<file path="src/rtl/ilk_pkg.sv">
package ilk_pkg;

  typedef enum logic [2:0] {
    K_INT = 3'd0,
    K_FPA = 3'd1,
    K_LDD = 3'd2,
    K_STD = 3'd3,
    K_BR  = 3'd4
  } iclass_e;

  // Longest producer/consumer latency in the table below.
  localparam int unsigned MAX_LAT = 3;

  // Required bubble count between a producer and a dependent consumer.
  function automatic int unsigned pair_lat(iclass_e prod, iclass_e cons);
    int unsigned l;
    l = 0;
    unique case (prod)
      K_FPA: begin
        if (cons == K_FPA) l = 3;
        else if (cons == K_STD) l = 2;
      end
      K_LDD: begin
        if (cons == K_FPA) l = 1;
      end
      K_INT: begin
        if (cons == K_BR) l = 1;
      end
      default: l = 0;
    endcase
    return l;
  endfunction

endpackage

</file>
<file path="src/rtl/ilk_history.sv">
module ilk_history
  import ilk_pkg::*;
#(
  parameter int unsigned REG_W = 5,
  parameter int unsigned DEPTH = 3
) (
  input  logic             clk,
  input  logic             rst_n,
  input  logic             push,
  input  iclass_e          push_cls,
  input  logic [REG_W-1:0] push_dst,
  output logic             h_vld [DEPTH],
  output iclass_e          h_cls [DEPTH],
  output logic [REG_W-1:0] h_dst [DEPTH]
);

  // Slot k holds the instruction issued k+1 cycles ago (or a bubble).
  for (genvar k = 0; k < DEPTH; k++) begin : g_slot
    if (k == 0) begin : g_head
      always_ff @(posedge clk) begin
        if (!rst_n) begin
          h_vld[k] <= 1'b0;
          h_cls[k] <= K_INT;
          h_dst[k] <= '0;
        end else begin
          h_vld[k] <= push;
          h_cls[k] <= push ? push_cls : K_INT;
          h_dst[k] <= push ? push_dst : '0;
        end
      end
    end else begin : g_tail
      always_ff @(posedge clk) begin
        if (!rst_n) begin
          h_vld[k] <= 1'b0;
          h_cls[k] <= K_INT;
          h_dst[k] <= '0;
        end else begin
          h_vld[k] <= h_vld[k-1];
          h_cls[k] <= h_cls[k-1];
          h_dst[k] <= h_dst[k-1];
        end
      end
    end
  end

endmodule

</file>
<file path="src/rtl/ilk_hazard.sv">
module ilk_hazard
  import ilk_pkg::*;
#(
  parameter int unsigned REG_W = 5,
  parameter int unsigned DEPTH = 3,
  parameter int unsigned CNT_W = 2
) (
  input  logic             cons_vld,
  input  iclass_e          cons_cls,
  input  logic [REG_W-1:0] src_a,
  input  logic [REG_W-1:0] src_b,
  input  logic             h_vld [DEPTH],
  input  iclass_e          h_cls [DEPTH],
  input  logic [REG_W-1:0] h_dst [DEPTH],
  output logic [CNT_W-1:0] wait_cnt
);

  logic [CNT_W-1:0] rem [DEPTH];

  function automatic logic [CNT_W-1:0] left_over(int unsigned lat, int unsigned age);
    return (lat > age) ? CNT_W'(lat - age) : '0;
  endfunction

  for (genvar k = 0; k < DEPTH; k++) begin : g_cmp
    logic hit_a, hit_b, hit;
    assign hit_a = (src_a != '0) && (src_a == h_dst[k]);
    assign hit_b = (src_b != '0) && (src_b == h_dst[k]);
    assign hit   = h_vld[k] && (h_dst[k] != '0) && (hit_a || hit_b);
    assign rem[k] = hit ? left_over(pair_lat(h_cls[k], cons_cls), k) : '0;
  end

  always_comb begin
    wait_cnt = '0;
    if (cons_vld) begin
      for (int k = 0; k < DEPTH; k++) begin
        if (rem[k] > wait_cnt) wait_cnt = rem[k];
      end
    end
  end

endmodule

</file>
<file path="src/rtl/ilk_branch_slot.sv">
module ilk_branch_slot
  import ilk_pkg::*;
(
  input  logic    clk,
  input  logic    rst_n,
  input  logic    fire,
  input  iclass_e fire_cls,
  input  logic    offer_vld,
  output logic    in_slot
);

  logic last_was_br;

  always_ff @(posedge clk) begin
    if (!rst_n) last_was_br <= 1'b0;
    else if (fire) last_was_br <= (fire_cls == K_BR);
  end

  assign in_slot = offer_vld && last_was_br;

endmodule

</file>
<file path="src/rtl/pipe_interlock.sv">
module pipe_interlock
  import ilk_pkg::*;
#(
  parameter int unsigned REG_W = 5,
  localparam int unsigned DEPTH = MAX_LAT,
  localparam int unsigned CNT_W = $clog2(MAX_LAT + 1)
) (
  input  logic             clk,
  input  logic             rst_n,
  input  logic             in_valid,
  output logic             in_ready,
  input  logic [2:0]       in_cls,
  input  logic [REG_W-1:0] in_dst,
  input  logic [REG_W-1:0] in_src_a,
  input  logic [REG_W-1:0] in_src_b,
  output logic             issue,
  output logic [CNT_W-1:0] stall_cycles,
  output logic             delay_slot
);

  iclass_e          cls_e;
  logic             h_vld [DEPTH];
  iclass_e          h_cls [DEPTH];
  logic [REG_W-1:0] h_dst [DEPTH];

  assign cls_e = iclass_e'(in_cls);

  ilk_history #(.REG_W(REG_W), .DEPTH(DEPTH)) u_hist (
    .clk      (clk),
    .rst_n    (rst_n),
    .push     (issue),
    .push_cls (cls_e),
    .push_dst (in_dst),
    .h_vld    (h_vld),
    .h_cls    (h_cls),
    .h_dst    (h_dst)
  );

  ilk_hazard #(.REG_W(REG_W), .DEPTH(DEPTH), .CNT_W(CNT_W)) u_haz (
    .cons_vld (in_valid),
    .cons_cls (cls_e),
    .src_a    (in_src_a),
    .src_b    (in_src_b),
    .h_vld    (h_vld),
    .h_cls    (h_cls),
    .h_dst    (h_dst),
    .wait_cnt (stall_cycles)
  );

  ilk_branch_slot u_bslot (
    .clk       (clk),
    .rst_n     (rst_n),
    .fire      (issue),
    .fire_cls  (cls_e),
    .offer_vld (in_valid),
    .in_slot   (delay_slot)
  );

  assign in_ready = (stall_cycles == '0);
  assign issue    = in_valid && in_ready;

endmodule

</file>
<file path="config.mk">
export PLATFORM = sky130hd
export DESIGN_NAME = pipe_interlock
export DESIGN_NICKNAME = d
export VERILOG_FILES = /design/src/rtl/ilk_pkg.sv /design/src/rtl/ilk_history.sv /design/src/rtl/ilk_hazard.sv /design/src/rtl/ilk_branch_slot.sv /design/src/rtl/pipe_interlock.sv
export SDC_FILE = /design/constraint.sdc
export NUM_CORES = 1
export LEC_CHECK = 0
export BUFFER_PORTS_ARGS = -buffer_cell sky130_fd_sc_hd__buf_2
export CAP_MARGIN = 20
export CORE_MARGIN = 3
export CORE_UTILIZATION = 49
export CTS_CLUSTER_DIAMETER = 50
export DETAILED_ROUTE_END_ITERATION = 10
export PLACE_DENSITY_LB_ADDON = 0.12
export RECOVER_POWER = 25
export SYNTH_ARGS = -nofsm -noshare
export SYNTH_HDL_FRONTEND = slang
export SYNTH_SLANG_ARGS = --single-unit
</file>
<file path="constraint.sdc">
create_clock -name clk -period 5.75 [get_ports clk]
set_clock_uncertainty 0.05 [all_clocks]
set_input_delay 1.4375 -clock clk [delete_from_list [all_inputs] [get_ports clk]]
set_output_delay 1.4375 -clock clk [all_outputs]
set_load 0.01 [all_outputs]
</file>
==> qor.yml <==
placement:
  numPortBuffers: 25
  dp_slack_ps: -330
  place_congestion: 0.863
  dp_hpwl_mm: 2.68
yosys:
  synth_nets: 187
  yosysWarnings: 0
  synthesis.area_sq_mm: 0.00148
  synth-seq-cells: 28
  avgSynthCellArea_sq_um: 9.24
  ys_seq_area_share_pct: 37.9
  synth_cells: 160
  synth_cell_types: 36
floorplanning:
  row_count: 19
  io_pins: 26
  die_h_microns: 60.9
  start_util_pct: 52.7
  dieArea_sq_mm: 0.00371
  core-area_sq_mm: 0.00281
  die_w_microns: 60.9
pwr:
  switching_power_uw: 86.4
  clockPowerShare_pct: 22.3
  cellLeakagePower_uw: 0.000872
  ir_drop_mv: 0.175
  switching_share_pct: 25.2
  p_int_uw: 257
  seqPwrFrac_pct: 58.7
  power.density_mw_per_mm2: 168
  pwr-share-comb_pct: 19.0
cells_and_area:
  fin_util_pct: 72.8
  nFillCells: 201
  final_nets: 232
  multi_input_area_sq_mm: 0.00109
  insertedDiodeCount: 0
  drive_gt1_share_pct: 37.9
  seqCellArea_sq_um: 561
  area_growth_pct: 38.1
worst_setup_path:
  end_kind: "output pin"
  critPathArrivalTime_ps: 4490
  path_buf_inv: 5
  path_class: "in -> out"
  start_kind: "input pin"
  cpMostUsedCell: "buf_6"
  max_stage_delay_ps: 550
  slowest_stage: "or4_4"
  worstPathRequired_ps: 4260
  path_cells: "buf_6 > or4_4 > nor2_4 > o32ai_2 > and2b_1 > nor2b_4 > ha_4 > inv_2 > o22ai_4 > nor3_2 > a32o_2 > ha_4 > inv_2 > o22ai_4 > buf_6 > a21oi_4 > a21bo_2 > buf_6"
  reg2reg_slack_ps: 1970
  worstPathMaxFanout: 2
  cp_top_family: "simple AND/OR/NAND/NOR gates"
sta:
  finalSetupViolCount: 3
  period_share_pct: 104
  worst_slack_ps: -226
  drv_slew: 0
  final.setup.tns_ps: -508
  period_minus_slack_ps: 5980
  worst_slew_pin_slew_ps: 875
  fmax_mhz: 167
  timing.slew.headroom_pct: 41.7
  hold_viol: 0
  rsz0062_at_grt: "true"
hold_path:
  hold_path.class: "reg -> reg"
routing:
  drc: 0
  ant_nets: 0
  avgViaCountPerCell: 5.33
  drtIter0Drc: 42
  finalWirelength_mm: 3.63
  wl_per_cell_microns: 15.5
  num_vias: 1247
  drt_pass1_iterations: 4
global_route:
  grt_max_degree: 30
  grt.total_usage_pct: 20.6
  grt_pass1_vias: 1244
  antenna_found_initial: 0
  overflow: 0
  grt_pass1_wl_mm: 5.57
run_status:
  failed_checks: "setup timing"
  status: "finished, violations left"
clocking:
  cts_tree: "done"
  cts.sinks: 28
  htree_num_levels: 1
  clkTransAtPathRegs_ps: 130
  cts_made_buffers: 3
  insertion_delay_ps: 310
  cts_hold_buffers: 0
  cts_root_buffer: "clkbuf_4"
  clockBufferDepth: 2
job:
  drv_cap: 0
## power by group through the flow
| stage | logic [uW] | registers, uW | clock network [uW] |
|---|---|---|---|
| floorplan | 27.5 | 204 | 0 |
| global placement | 50.3 | 205 | 0 |
| detailed placement | 51.8 | 206 | 0 |
| CTS | 60.5 | 201 | 78.1 |
| global route | 70.4 | 202 | 87.7 |
| finish | 65.2 | 202 | 76.6 |
## final timing paths
kind / startpoint / endpoint / cells past startpoint
worst min-delay path: u_hist.h_vld[2]$_SDFF_PN0_ / u_hist.h_vld[1]$_SDFF_PN0_ / 1
worst max register to register: u_hist.h_dst[11]$_SDFF_PN0_ / u_bslot.last_was_br$_SDFFE_PN0P_ / 16
worst max-delay path: in_src_a[1] / in_ready / 18
worst min register to register: u_hist.h_vld[2]$_SDFF_PN0_ / u_hist.h_vld[1]$_SDFF_PN0_ / 1
## cell usage in the layout (no fill, tap or decap), types with 3 or more instances in the layout
cell type   n
xnor2_2     3
dfxtp_1    28
buf_2      21
inv_1       3
and3_1      8
clkbuf_4    3
nor2b_1     4
and2_1     20
buf_4      16
xnor2_1    21
ha_4        3
nand3_1     5
buf_6       4
or4_1       3
xor2_1      6
nand2_1     6
## repair_timing
action | in CTS | in global routing
resized for setup | 22 | 21
endpoints found under the setup margin | 3 | 3
pin swaps | 15 | 19
setup buffers | 4 | 3
## metal layers
metal  GRT usage [%]  part of all wire (%)  vias to the layer above
met1            26.5                    47                      598
met3            1.70                   2.3                        2
met4            7.43                  0.47                        0
met2            35.7                    50                       18
met5               0                     0                        -
li1                -                     -                      629
## stage by stage
step | total power [uW] | hold WS, ps | cell area (sq um) | cells
4_1_cts | 340 | 415 | 1900 | 231
2_1_floorplan | 232 | 370 | 1480 | 160
5_1_grt | 360 | 437 | 2040 | 234
3_5_place_dp | 257 | 384 | 1730 | 224
6_report | 343 | 411 | 2040 | 234
3_3_place_gp | 256 | 380 | 1730 | 224
## worst register-to-register path: stages (launching register included)
cell	delay, ps
dfxtp_1	410
or4_1	530
o21ai_0	340
and2b_1	260
nor2b_4	140
ha_4	250
inv_2	40
o22ai_4	170
nor3_2	60
a32o_2	270
ha_4	270
inv_2	40
o22ai_4	210
nor2_4	70
a211oi_4	210
buf_4	210
mux2i_1	190
## synth_stat cells
master,n,area share (%)
a211oi_2,1,0.85
a21bo_2,1,0.68
a21o_1,1,0.51
a21oi_1,1,0.34
a32o_1,1,0.68
and2_1,20,8.5
and2b_1,1,0.51
and3_1,8,3.4
and3_2,1,0.51
and4_1,1,0.59
buf_4,1,0.51
clkbuf_1,3,0.76
conb_1,2,0.51
dfxtp_1,28,38
ha_1,6,5.1
inv_1,5,1.3
mux2i_1,1,0.68
nand2_1,8,2.0
nand3_1,7,2.4
nand4_1,1,0.42
nand4b_1,1,0.59
nor2_1,5,1.3
nor2_2,1,0.42
nor2b_1,6,2.5
nor3_1,3,1.0
nor4_1,1,0.42
nor4b_1,2,1.2
nor4bb_1,1,0.68
o211ai_1,1,0.51
o21ai_0,1,0.34
o221ai_1,1,0.59
o22ai_1,2,0.85
o32ai_1,2,1.2
or4_1,4,2.0
xnor2_1,25,15
xor2_1,6,3.6
## sequential cells by signal, indices dropped and copies added, names as in the netlist
name and cells:
u_hist.h_dst 15, u_bslot.last_was_br 1, u_hist.h_cls 9, u_hist.h_vld 3
## cell type report
type | instances | share of cell area (%)
Multi-Input combinational cell | 123 | 53.5
Sequential cell | 28 | 27.5
Timing Repair Buffer | 44 | 15.1
Tap cell | 31 | 1.90
Clock buffer | 3 | 1.10
Inverter | 5 | 0.919
## logic make-up after synthesis
kind of cell    Yosys count  share of synthesized area (%)
other cells               2                          0.508
simple gates             71                           28.4
buf+inv                   9                           2.54
mux                       1                          0.677
fa+ha+maj                 6                           5.08
xor+xnor                 31                           18.4
compound gates           12                           6.51
flops                    28                           37.9
Note: power is estimated with default switching activity, not from simulation.
